==> config.mk <==
export PLATFORM = sky130hd
export DESIGN_NAME = bcd_calendar_counter
export DESIGN_NICKNAME = d
export VERILOG_FILES = /design/src/rtl/cal_pkg.sv /design/src/rtl/cal_bcd_inc.sv /design/src/rtl/cal_month_end.sv /design/src/rtl/bcd_calendar_counter.sv
export SDC_FILE = /design/constraint.sdc
export NUM_CORES = 1
export LEC_CHECK = 0
export ABC_AREA = 1
export CORE_ASPECT_RATIO = 1.2
export CORE_UTILIZATION = 30
export CTS_CLUSTER_SIZE = 28
export DETAILED_ROUTE_END_ITERATION = 16
export DONT_BUFFER_PORTS = 1
export PLACE_DENSITY_LB_ADDON = 0.15
export REMOVE_ABC_BUFFERS = 1
export SETUP_SLACK_MARGIN = 0.05
export SYNTH_ARGS = -nofsm -noshare
export SYNTH_HDL_FRONTEND = slang
export SYNTH_HIERARCHICAL = 1
export SYNTH_SLANG_ARGS = --single-unit
==> constraint.sdc <==
create_clock -name clk -period 3 [get_ports clk]
set_input_delay 0.15 -clock clk [delete_from_list [all_inputs] [get_ports clk]]
set_output_delay 0.15 -clock clk [all_outputs]
set_load 0.005 [all_outputs]
==> src/rtl/cal_pkg.sv <==
package cal_pkg;

    localparam int BCD_W = 8;
    localparam int DOW_W = 3;

    localparam logic [BCD_W-1:0] SEC_LAST  = 8'h59;
    localparam logic [BCD_W-1:0] MIN_LAST  = 8'h59;
    localparam logic [BCD_W-1:0] HOUR_LAST = 8'h23;
    localparam logic [BCD_W-1:0] MON_LAST  = 8'h12;
    localparam logic [BCD_W-1:0] YEAR_LAST = 8'h99;
    localparam logic [BCD_W-1:0] ZERO_BCD  = 8'h00;
    localparam logic [BCD_W-1:0] ONE_BCD   = 8'h01;
    localparam logic [DOW_W-1:0] DOW_FIRST = 3'd1;
    localparam logic [DOW_W-1:0] DOW_LAST  = 3'd7;

    typedef struct packed {
        logic [BCD_W-1:0] year;
        logic [BCD_W-1:0] mon;
        logic [BCD_W-1:0] date;
        logic [DOW_W-1:0] dow;
        logic [BCD_W-1:0] hour;
        logic [BCD_W-1:0] min;
        logic [BCD_W-1:0] sec;
    } cal_time_t;

endpackage

==> src/rtl/cal_bcd_inc.sv <==
// Packed-BCD field stepper: returns lo_i once the field reaches hi_i,
// otherwise adds one with decimal carry between digits.
module cal_bcd_inc #(
    parameter int W = 8
) (
    input  logic [W-1:0] cur_i,
    input  logic [W-1:0] lo_i,
    input  logic [W-1:0] hi_i,
    input  logic         en_i,
    output logic [W-1:0] nxt_o,
    output logic         wrap_o
);
    localparam int NDIG = W / 4;

    logic [NDIG:0]  carry;
    logic [W-1:0]   inc_val;

    assign carry[0] = 1'b1;

    for (genvar g = 0; g < NDIG; g++) begin : g_digit
        logic [3:0] dig;
        assign dig = cur_i[g*4 +: 4];
        always_comb begin
            if (!carry[g]) begin
                inc_val[g*4 +: 4] = dig;
                carry[g+1]        = 1'b0;
            end else if (dig >= 4'd9) begin
                inc_val[g*4 +: 4] = 4'd0;
                carry[g+1]        = 1'b1;
            end else begin
                inc_val[g*4 +: 4] = dig + 4'd1;
                carry[g+1]        = 1'b0;
            end
        end
    end

    always_comb begin
        wrap_o = en_i && (cur_i >= hi_i);
        if (!en_i)
            nxt_o = cur_i;
        else if (wrap_o)
            nxt_o = lo_i;
        else
            nxt_o = inc_val;
    end
endmodule

==> src/rtl/cal_month_end.sv <==
// Last valid date of a month, in BCD, with the divide-by-four leap rule.
module cal_month_end (
    input  logic [7:0] mon_i,
    input  logic [7:0] year_i,
    output logic       leap_o,
    output logic [7:0] last_o
);
    logic [1:0] mod4;

    // (10*tens + units) mod 4 == (2*tens + units) mod 4
    assign mod4   = {year_i[4], 1'b0} + year_i[1:0];
    assign leap_o = (mod4 == 2'd0);

    always_comb begin
        case (mon_i)
            8'h02:                      last_o = leap_o ? 8'h29 : 8'h28;
            8'h04, 8'h06, 8'h09, 8'h11: last_o = 8'h30;
            default:                    last_o = 8'h31;
        endcase
    end
endmodule

==> src/rtl/bcd_calendar_counter.sv <==
module bcd_calendar_counter
    import cal_pkg::*;
(
    input  logic             clk,
    input  logic             rst_n,
    input  logic             tick_i,
    input  logic             stop_i,
    input  logic             load_i,
    input  logic [BCD_W-1:0] ld_sec_i,
    input  logic [BCD_W-1:0] ld_min_i,
    input  logic [BCD_W-1:0] ld_hour_i,
    input  logic [DOW_W-1:0] ld_dow_i,
    input  logic [BCD_W-1:0] ld_date_i,
    input  logic [BCD_W-1:0] ld_mon_i,
    input  logic [BCD_W-1:0] ld_year_i,
    output logic [BCD_W-1:0] sec_o,
    output logic [BCD_W-1:0] min_o,
    output logic [BCD_W-1:0] hour_o,
    output logic [DOW_W-1:0] dow_o,
    output logic [BCD_W-1:0] date_o,
    output logic [BCD_W-1:0] mon_o,
    output logic [BCD_W-1:0] year_o
);
    cal_time_t state_d, state_q;

    logic             advance;
    logic             sec_wrap, min_wrap, hour_wrap, date_wrap, mon_wrap, year_wrap;
    logic [BCD_W-1:0] sec_nxt, min_nxt, hour_nxt, date_nxt, mon_nxt, year_nxt;
    logic [BCD_W-1:0] month_last;
    logic             leap_year;

    assign advance = tick_i && !stop_i && !load_i;

    cal_bcd_inc #(.W(BCD_W)) u_sec (
        .cur_i(state_q.sec), .lo_i(ZERO_BCD), .hi_i(SEC_LAST),
        .en_i(advance), .nxt_o(sec_nxt), .wrap_o(sec_wrap));

    cal_bcd_inc #(.W(BCD_W)) u_min (
        .cur_i(state_q.min), .lo_i(ZERO_BCD), .hi_i(MIN_LAST),
        .en_i(sec_wrap), .nxt_o(min_nxt), .wrap_o(min_wrap));

    cal_bcd_inc #(.W(BCD_W)) u_hour (
        .cur_i(state_q.hour), .lo_i(ZERO_BCD), .hi_i(HOUR_LAST),
        .en_i(min_wrap), .nxt_o(hour_nxt), .wrap_o(hour_wrap));

    cal_month_end u_mend (
        .mon_i(state_q.mon), .year_i(state_q.year),
        .leap_o(leap_year), .last_o(month_last));

    cal_bcd_inc #(.W(BCD_W)) u_date (
        .cur_i(state_q.date), .lo_i(ONE_BCD), .hi_i(month_last),
        .en_i(hour_wrap), .nxt_o(date_nxt), .wrap_o(date_wrap));

    cal_bcd_inc #(.W(BCD_W)) u_mon (
        .cur_i(state_q.mon), .lo_i(ONE_BCD), .hi_i(MON_LAST),
        .en_i(date_wrap), .nxt_o(mon_nxt), .wrap_o(mon_wrap));

    cal_bcd_inc #(.W(BCD_W)) u_year (
        .cur_i(state_q.year), .lo_i(ZERO_BCD), .hi_i(YEAR_LAST),
        .en_i(mon_wrap), .nxt_o(year_nxt), .wrap_o(year_wrap));

    always_comb begin
        state_d = state_q;
        if (load_i) begin
            state_d.sec  = ld_sec_i;
            state_d.min  = ld_min_i;
            state_d.hour = ld_hour_i;
            state_d.dow  = ld_dow_i;
            state_d.date = ld_date_i;
            state_d.mon  = ld_mon_i;
            state_d.year = ld_year_i;
        end else begin
            state_d.sec  = sec_nxt;
            state_d.min  = min_nxt;
            state_d.hour = hour_nxt;
            state_d.date = date_nxt;
            state_d.mon  = mon_nxt;
            state_d.year = year_nxt;
            if (hour_wrap)
                state_d.dow = (state_q.dow >= DOW_LAST) ? DOW_FIRST
                                                        : state_q.dow + 3'd1;
        end
    end

    always_ff @(posedge clk) begin
        if (!rst_n) begin
            state_q.sec  <= ZERO_BCD;
            state_q.min  <= ZERO_BCD;
            state_q.hour <= ZERO_BCD;
            state_q.dow  <= DOW_FIRST;
            state_q.date <= ONE_BCD;
            state_q.mon  <= ONE_BCD;
            state_q.year <= ZERO_BCD;
        end else begin
            state_q <= state_d;
        end
    end

    assign sec_o  = state_q.sec;
    assign min_o  = state_q.min;
    assign hour_o = state_q.hour;
    assign dow_o  = state_q.dow;
    assign date_o = state_q.date;
    assign mon_o  = state_q.mon;
    assign year_o = state_q.year;


    stop_freeze_chk: assert property (@(posedge clk) disable iff (!rst_n)
        (stop_i && !load_i) |=> $stable(state_q));


    load_apply_chk: assert property (@(posedge clk) disable iff (!rst_n)
        load_i |=> (sec_o == $past(ld_sec_i) && min_o == $past(ld_min_i) &&
                    hour_o == $past(ld_hour_i) && dow_o == $past(ld_dow_i) &&
                    date_o == $past(ld_date_i) && mon_o == $past(ld_mon_i) &&
                    year_o == $past(ld_year_i)));


    midnight_chk: assert property (@(posedge clk) disable iff (!rst_n)
        (advance && sec_o == 8'h59 && min_o == 8'h59 && hour_o == 8'h23)
        |=> (hour_o == 8'h00 && dow_o != $past(dow_o) && date_o != $past(date_o)));


    dow_range_chk: assert property (@(posedge clk) disable iff (!rst_n)
        $past(load_i) || (dow_o >= DOW_FIRST && dow_o <= DOW_LAST)) ;


    year_wrap_chk: assert property (@(posedge clk) disable iff (!rst_n)
        (year_wrap && year_o == 8'h99) |=> (year_o == 8'h00 && mon_o == 8'h01 && date_o == 8'h01));


    sec_step_chk: assert property (@(posedge clk) disable iff (!rst_n)
        (advance && sec_o == 8'h09) |=> (sec_o == 8'h10 && $stable(min_o)));
endmodule

After elaboration in Yosys (flattened, before gate mapping)
Index checks and enable logic that the tools add are counted.

storage, ports and cells
  logic and storage cells = 122
  output and inout bits = 51
  memories = 0
  bits in read-only memories = 0
  register bits after elaboration = 51
  bits in writable memories = 0
  input port bits = 56
  bits in latches = 0

operators by class
  reductions and logical operators = 30
  eq/ne operators = 5
  add/subtract/negate cells = 14
  bitwise gates (word level) = 0
  div/mod/pow operators = 0
  multiply operators = 0
  shift-type cells = 0
  order comparisons = 19
  muxes and demuxes = 41

operator list
  operator             number
  $mux 8               12
  $mux 4               18
  $mux 51              1
  $add 4x1->4 const B  12
  $ge 4x4->1 const B   12
  $reduce_bool 3->1    6
  $eq 8x3->1 const B   2
  $ge 8x7->1 const B   2
  $pmux 8 s2           1
  $reduce_and 2->1     6
  $reduce_bool 2->1    6
  $eq 8x2->1 const B   1
  $eq 8x4->1 const B   1
  $eq 8x5->1 const B   1
  $ge 8x5->1 const B   1
  $ge 8x6->1 const B   1
  $ge 8x8->1           1
  $ge 8x8->1 const B   1
  $logic_and 1x1->1    8
  $mux 1               7
  $mux 3               2
  $reduce_or 4->1      1
  $add 3x1->3 const B  1
  $ge 3x3->1 const B   1
  other kinds (3)      4

Depth between registers and ports, before layout
  depth after elaboration = 12
  mapped depth = 26
  gate-level depth less buffers = 25

Cells and area by module
Netlist, hierarchy kept.

by module, submodules not included
  module                cells each  sequential area each (um^2)  times used  area an instance (um^2)
  cal_bcd_inc           133         0.0                          6           743.2
  bcd_calendar_counter  242         1021.0                       1           1886.8
  cal_month_end         43          0.0                          1           196.4

Worst setup path after synthesis
Ideal clock, no wire load.

  kind = reg2reg
  start = reg state_q, in the netlist sec_o[7]
  end = reg state_q, in the netlist year_o[4]
  path buffers = 1
  library setup time = 0.064 ns
  required time = 2.936 ns
  slack = 0.209 ns
  arrival = 2.727 ns
  clock period less this slack = 2.791 ns
  cell stages (with the launch flop) = 23
  path through = dfxtp_1 ha_1 nand2_1 nor2_2 nand4_2 nand3_4 nand2_2 inv_2 nand2_2 inv_2 nand2_2 inv_2 nand2_2 inv_2 nand2_2 inv_2 inv_1 clkbuf_1 a21oi_1 nand2_1 nand2_1 o21ai_0 nor2_1

on the way
  cells in the longest elaborated chain, start to end = 10
  elaborated cells on any way between the ends = 13
  classes of those cells = order compare (1); mux (3); reduce/logical (9)

ends and longest elaborated chain
  item                      RTL line                    source
  start: declaration        bcd_calendar_counter.sv:24  cal_time_t state_d, state_q;
  start signal: assignment  bcd_calendar_counter.sv:95  state_q <= state_d;
  $ge 8x7->1                cal_bcd_inc.sv:38           wrap_o = en_i && (cur_i >= hi_i);
  $logic_and 1x1->1         cal_bcd_inc.sv:38
  net sec_wrap              bcd_calendar_counter.sv:27  logic sec_wrap, min_wrap, hour_wrap, date_wrap, mon_wrap, year_wrap;
  $logic_and 1x1->1         cal_bcd_inc.sv:38
  net min_wrap              bcd_calendar_counter.sv:27
  $logic_and 1x1->1         cal_bcd_inc.sv:38
  net hour_wrap             bcd_calendar_counter.sv:27
  $logic_and 1x1->1         cal_bcd_inc.sv:38
  net date_wrap             bcd_calendar_counter.sv:27
  $logic_and 1x1->1         cal_bcd_inc.sv:38
  net mon_wrap              bcd_calendar_counter.sv:27
  $logic_and 1x1->1         cal_bcd_inc.sv:38
  $mux 8                    cal_bcd_inc.sv:41           else if (wrap_o)
  $mux 8                    cal_bcd_inc.sv:39           if (!en_i)
  net year_nxt[4]           bcd_calendar_counter.sv:28  logic [BCD_W-1:0] sec_nxt, min_nxt, hour_nxt, date_nxt, mon_nxt, year_nxt;
  $mux 51                   bcd_calendar_counter.sv:64  if (load_i) begin

The timed path passes the listed nets, and every way through them passes these cells. The select of a mux whose other input is x is not followed.
A chain may end at the register's enable or synchronous reset.

Worst setup path in the final report
  start = reg state_q, in the netlist sec_o[7]
  end = reg state_q, in the netlist hour_o[3]

on the way
  cells in the longest elaborated chain, start to end = 7
  elaborated cells on any way between the ends = 8
  classes of those cells = order compare (1); mux (3); reduce/logical (4)

ends and longest elaborated chain
  item               RTL line
  $ge 8x7->1         cal_bcd_inc.sv:38
  $logic_and 1x1->1  cal_bcd_inc.sv:38
  net sec_wrap       bcd_calendar_counter.sv:27
  $logic_and 1x1->1  cal_bcd_inc.sv:38
  net min_wrap       bcd_calendar_counter.sv:27
  $logic_and 1x1->1  cal_bcd_inc.sv:38
  $mux 8             cal_bcd_inc.sv:41
  $mux 8             cal_bcd_inc.sv:39
  net hour_nxt[3]    bcd_calendar_counter.sv:28
  $mux 51            bcd_calendar_counter.sv:64

The timed path passes the listed nets, and every way through them passes these cells. The select of a mux whose other input is x is not followed.

==> run summary <==
Worst hold path startpoint = ld_sec_i[1]
Maximum number of pins on one net before global-route repair = 53
Maximum clock frequency = 373 MHz
Reg-to-reg critical path startpoint = sec_o[7]
Number of global-route vias before repair = 6336
CP required = 3.24 ns
Number of optimization iterations in the first detailed-route pass = 4
Yosys top cell area share = 18.5%
Cell area after synthesis = 6540 um2
Hold crit path type = input port to flop
DPL Wire Length = 13.9 mm
Final-stage net count = 1397
Peak fanout along the critical path = 7
Clock Sink Count = 51
Hold Crit Endpoint = sec_o[1]
Max-cap violations = 0
Fraction of final layout cells with drive strength greater than 1 = 12.7%
Fin worst setup slack = 0.315 ns
Type of the worst setup path = flop to flop
Inst Count DP = 1462
Insertion delay of the later-clocked pin in the worst-skew pair = 0.31 ns
Drt total wl = 18.5 mm
Number of antenna violations at the first check in global routing = 0
Final weighted congestion in routability-driven placement = 0.811
Number of register bits inferred by synthesis = 51
CP endpoint kind = flop
Detailed-route DRC error count = 0
Top cells by area in the synthesized netlist = sky130_fd_sc_hd__nand2_1, sky130_fd_sc_hd__ha_1, sky130_fd_sc_hd__dfxtp_1
Sequential element share of the synthesized area = 15.6%
Critical Path AT = 2.93 ns
RSZ-0062 raised after global routing = yes
Total placed instance area = 7400 um2
Post-synth top flop = sky130_fd_sc_hd__dfxtp_1
Sum Neg Setup Slack = 0 ns
Highest-count cells in the layout ignoring fill and taps = sky130_fd_sc_hd__nand2_1, sky130_fd_sc_hd__inv_1, sky130_fd_sc_hd__nor2_1, sky130_fd_sc_hd__conb_1, sky130_fd_sc_hd__nand3_1
Initial core utilization = 30.9%
Min cycle time layout = 2.68 ns
Via/cell ratio = 4.28
Port bufs = 0
Worst hold margin = 0.00325 ns
Relative slew margins = 55.9%
Fill cells = 2392
Minimum setup slack after placement = 0.0882 ns
Maximum ir drop on the vdd rail = 0.214 mV
Worst Hold Path Cells = 2
CTS Buf Count = 5
Max Buffers Root-to-Sink = 2
R2R Path End = hour_o[3]
CTS H-Tree Depth = 2
Cell count of the worst reg-to-reg path = 17
Clock tree from TritonCTS = done
Chip height = 164 um
Startpoint kind of the worst setup timing path = flop
DR iter-0 viols = 184
Wire length of the first global-routing pass = 30.6 mm
Non-filler instance count after layout = 1526
Die footprint = 22400 um2
Worst-path clk slew = 0.08 ns
Grt total ovfl = 0
Number of library cell types mapped by synthesis = 29
Area leader, netlist = sky130_fd_sc_hd__nand2_1
Count of final max-slew check failures = 0
Pin slew with the least headroom to its limit = 0.661 ns
Average wire per cell in the routed design = 12.2 um
Synthesized instance count = 1083
Number of nets with antenna violations after routing = 0
Root Buffer = sky130_fd_sc_hd__clkbuf_16
Antenna Diode Count = 0
Overall die width = 137 um
Final worst path period share = 89.5%
CP startpoint = sec_o[7]
Hold violation count in the final report = 0
Core Region = 21200 um2
Clock skew = 0.00991 ns
Number of synthesized flops with an enable pin = 0
IO Pins = 107
Leakage dissipation = 4.64 nW
Overall Global Routing Usage = 17.2%
Total via count after detailed routing = 6536
Synth warn = 6
# rows = 58
Area grow syn2layout = 25.1%
PD cells = 304 nW/um2
Run status = finished clean
Post-route cell area = 8180 um2
Post-synthesis area per instance = 6.04 um2
Reg-to-reg slack, setup = 0.32 ns
Most common library cell in the layout ignoring fill and taps = sky130_fd_sc_hd__nand2_1
Share of synthesized flip-flops with an asynchronous set or reset = 0%
Setup violators final = 0
-- cell families after synthesis --
| kind of cell | after synthesis | synth area share, % |
|---|---|---|
| AO/OA/AOI/OAI | 108 | 10.1 |
| buffers and inverters | 215 | 13.4 |
| XOR/XNOR | 6 | 0.803 |
| adder cells (fa/ha/maj) | 86 | 16.4 |
| AND/OR/NAND/NOR | 613 | 43.4 |
| other | 4 | 0.229 |
| flip-flops | 51 | 15.6 |
-- flip-flops by register name, indices dropped and copies added, names as in the netlist --
name    flops
date_o      8
dow_o       3
hour_o      8
min_o       8
mon_o       8
sec_o       8
year_o      8
-- final cells by class --
cell class / instances / area, um2 / area share [%]
clock buffer: 6 / 129 / 1.58
tap: 270 / 338 / 4.13
timing repair inverter: 1 / 7.51 / 0.0918
multi-input combinational: 906 / 4990 / 61.0
clock inverter: 2 / 60.1 / 0.734
timing repair buffer: 102 / 906 / 11.1
inverter: 188 / 732 / 8.95
sequential: 51 / 1020 / 12.5
-- how the worst max path moves through the flow --
stage / to / slack [ns] / cells past startpoint
2_1_floorplan: year_o[0] / 0.32 / 21
3_3_place_gp: year_o[1] / 0.17 / 21
3_5_place_dp: year_o[0] / 0.09 / 21
4_1_cts: year_o[6] / 0.05 / 21
5_1_grt: year_o[0] / 0.005 / 21
6_report: hour_o[3] / 0.32 / 17
-- where the power goes --
| part | internal [W] | switching (W) | leakage, nW |
|---|---|---|---|
| registers | 0.000726 | 0.0000490 | 0.424 |
| clock network | 0.000480 | 0.000294 | 0.0911 |
| logic | 0.000387 | 0.000551 | 4.12 |
| total | 0.00159 | 0.000894 | 4.64 |
-- repair_timing --
action                     in CTS  in global routing
setup endpoints to repair       0                 20
gates resized for setup         0                 14
hold buffers                   49                  0
setup buffers                   0                  6
hold endpoints to repair       50                  0
-- cell usage after synthesis, types with 4 or more instances --
library cell and number:
sky130_fd_sc_hd__a21o_1 6, sky130_fd_sc_hd__a21oi_1 43, sky130_fd_sc_hd__a21oi_4 6, sky130_fd_sc_hd__buf_2 6
sky130_fd_sc_hd__buf_4 10, sky130_fd_sc_hd__clkbuf_1 8, sky130_fd_sc_hd__conb_1 4, sky130_fd_sc_hd__dfxtp_1 51
sky130_fd_sc_hd__ha_1 86, sky130_fd_sc_hd__inv_1 165, sky130_fd_sc_hd__inv_2 22, sky130_fd_sc_hd__nand2_1 322
sky130_fd_sc_hd__nand2_2 8, sky130_fd_sc_hd__nand2_4 12, sky130_fd_sc_hd__nand3_1 91, sky130_fd_sc_hd__nand3_2 6
sky130_fd_sc_hd__nand3_4 6, sky130_fd_sc_hd__nand4_2 6, sky130_fd_sc_hd__nor2_1 132, sky130_fd_sc_hd__nor2_2 8
sky130_fd_sc_hd__nor2_4 13, sky130_fd_sc_hd__o21ai_0 41, sky130_fd_sc_hd__o21ai_1 6, sky130_fd_sc_hd__o21bai_2 6
sky130_fd_sc_hd__or2_1 6, sky130_fd_sc_hd__xnor2_1 6
-- metal layers --
metal | vias up | global-route usage, % | share of wire (%)
met5 | - | 0 | 0
met4 | 0 | 3.50 | 1.2
met3 | 14 | 3.21 | 4.2
met2 | 94 | 32.3 | 50
met1 | 2842 | 20.1 | 44
li1 | 3586 | - | -
-- worst max-delay path: stages, from the launching register on --
cell	delay [ns]
sky130_fd_sc_hd__dfxtp_1	0.33
sky130_fd_sc_hd__ha_1	0.29
sky130_fd_sc_hd__nand2_1	0.08
sky130_fd_sc_hd__nor2_2	0.14
sky130_fd_sc_hd__nand4_2	0.12
sky130_fd_sc_hd__nand3_4	0.11
sky130_fd_sc_hd__nand2_2	0.10
sky130_fd_sc_hd__inv_2	0.10
sky130_fd_sc_hd__nand2_2	0.10
sky130_fd_sc_hd__inv_2	0.08
sky130_fd_sc_hd__buf_4	0.16
sky130_fd_sc_hd__clkinvlp_4	0.16
sky130_fd_sc_hd__nand2_1	0.09
sky130_fd_sc_hd__nand2_1	0.06
sky130_fd_sc_hd__inv_1	0.05
sky130_fd_sc_hd__o21ai_0	0.05
sky130_fd_sc_hd__dlygate4sd3_1	0.55
sky130_fd_sc_hd__nor2_1	0.08
-- metrics by stage --
step | utilization, % | total power [W]
final | 38.6 | 0.00249
after global routing | 38.6 | 0.00269
after CTS | 38.2 | 0.00253
after detailed placement | 34.9 | 0.00166
after global placement | 34.9 | 0.00166
after floorplan | - | 0.00143
(Power assumes the default switching activity.)
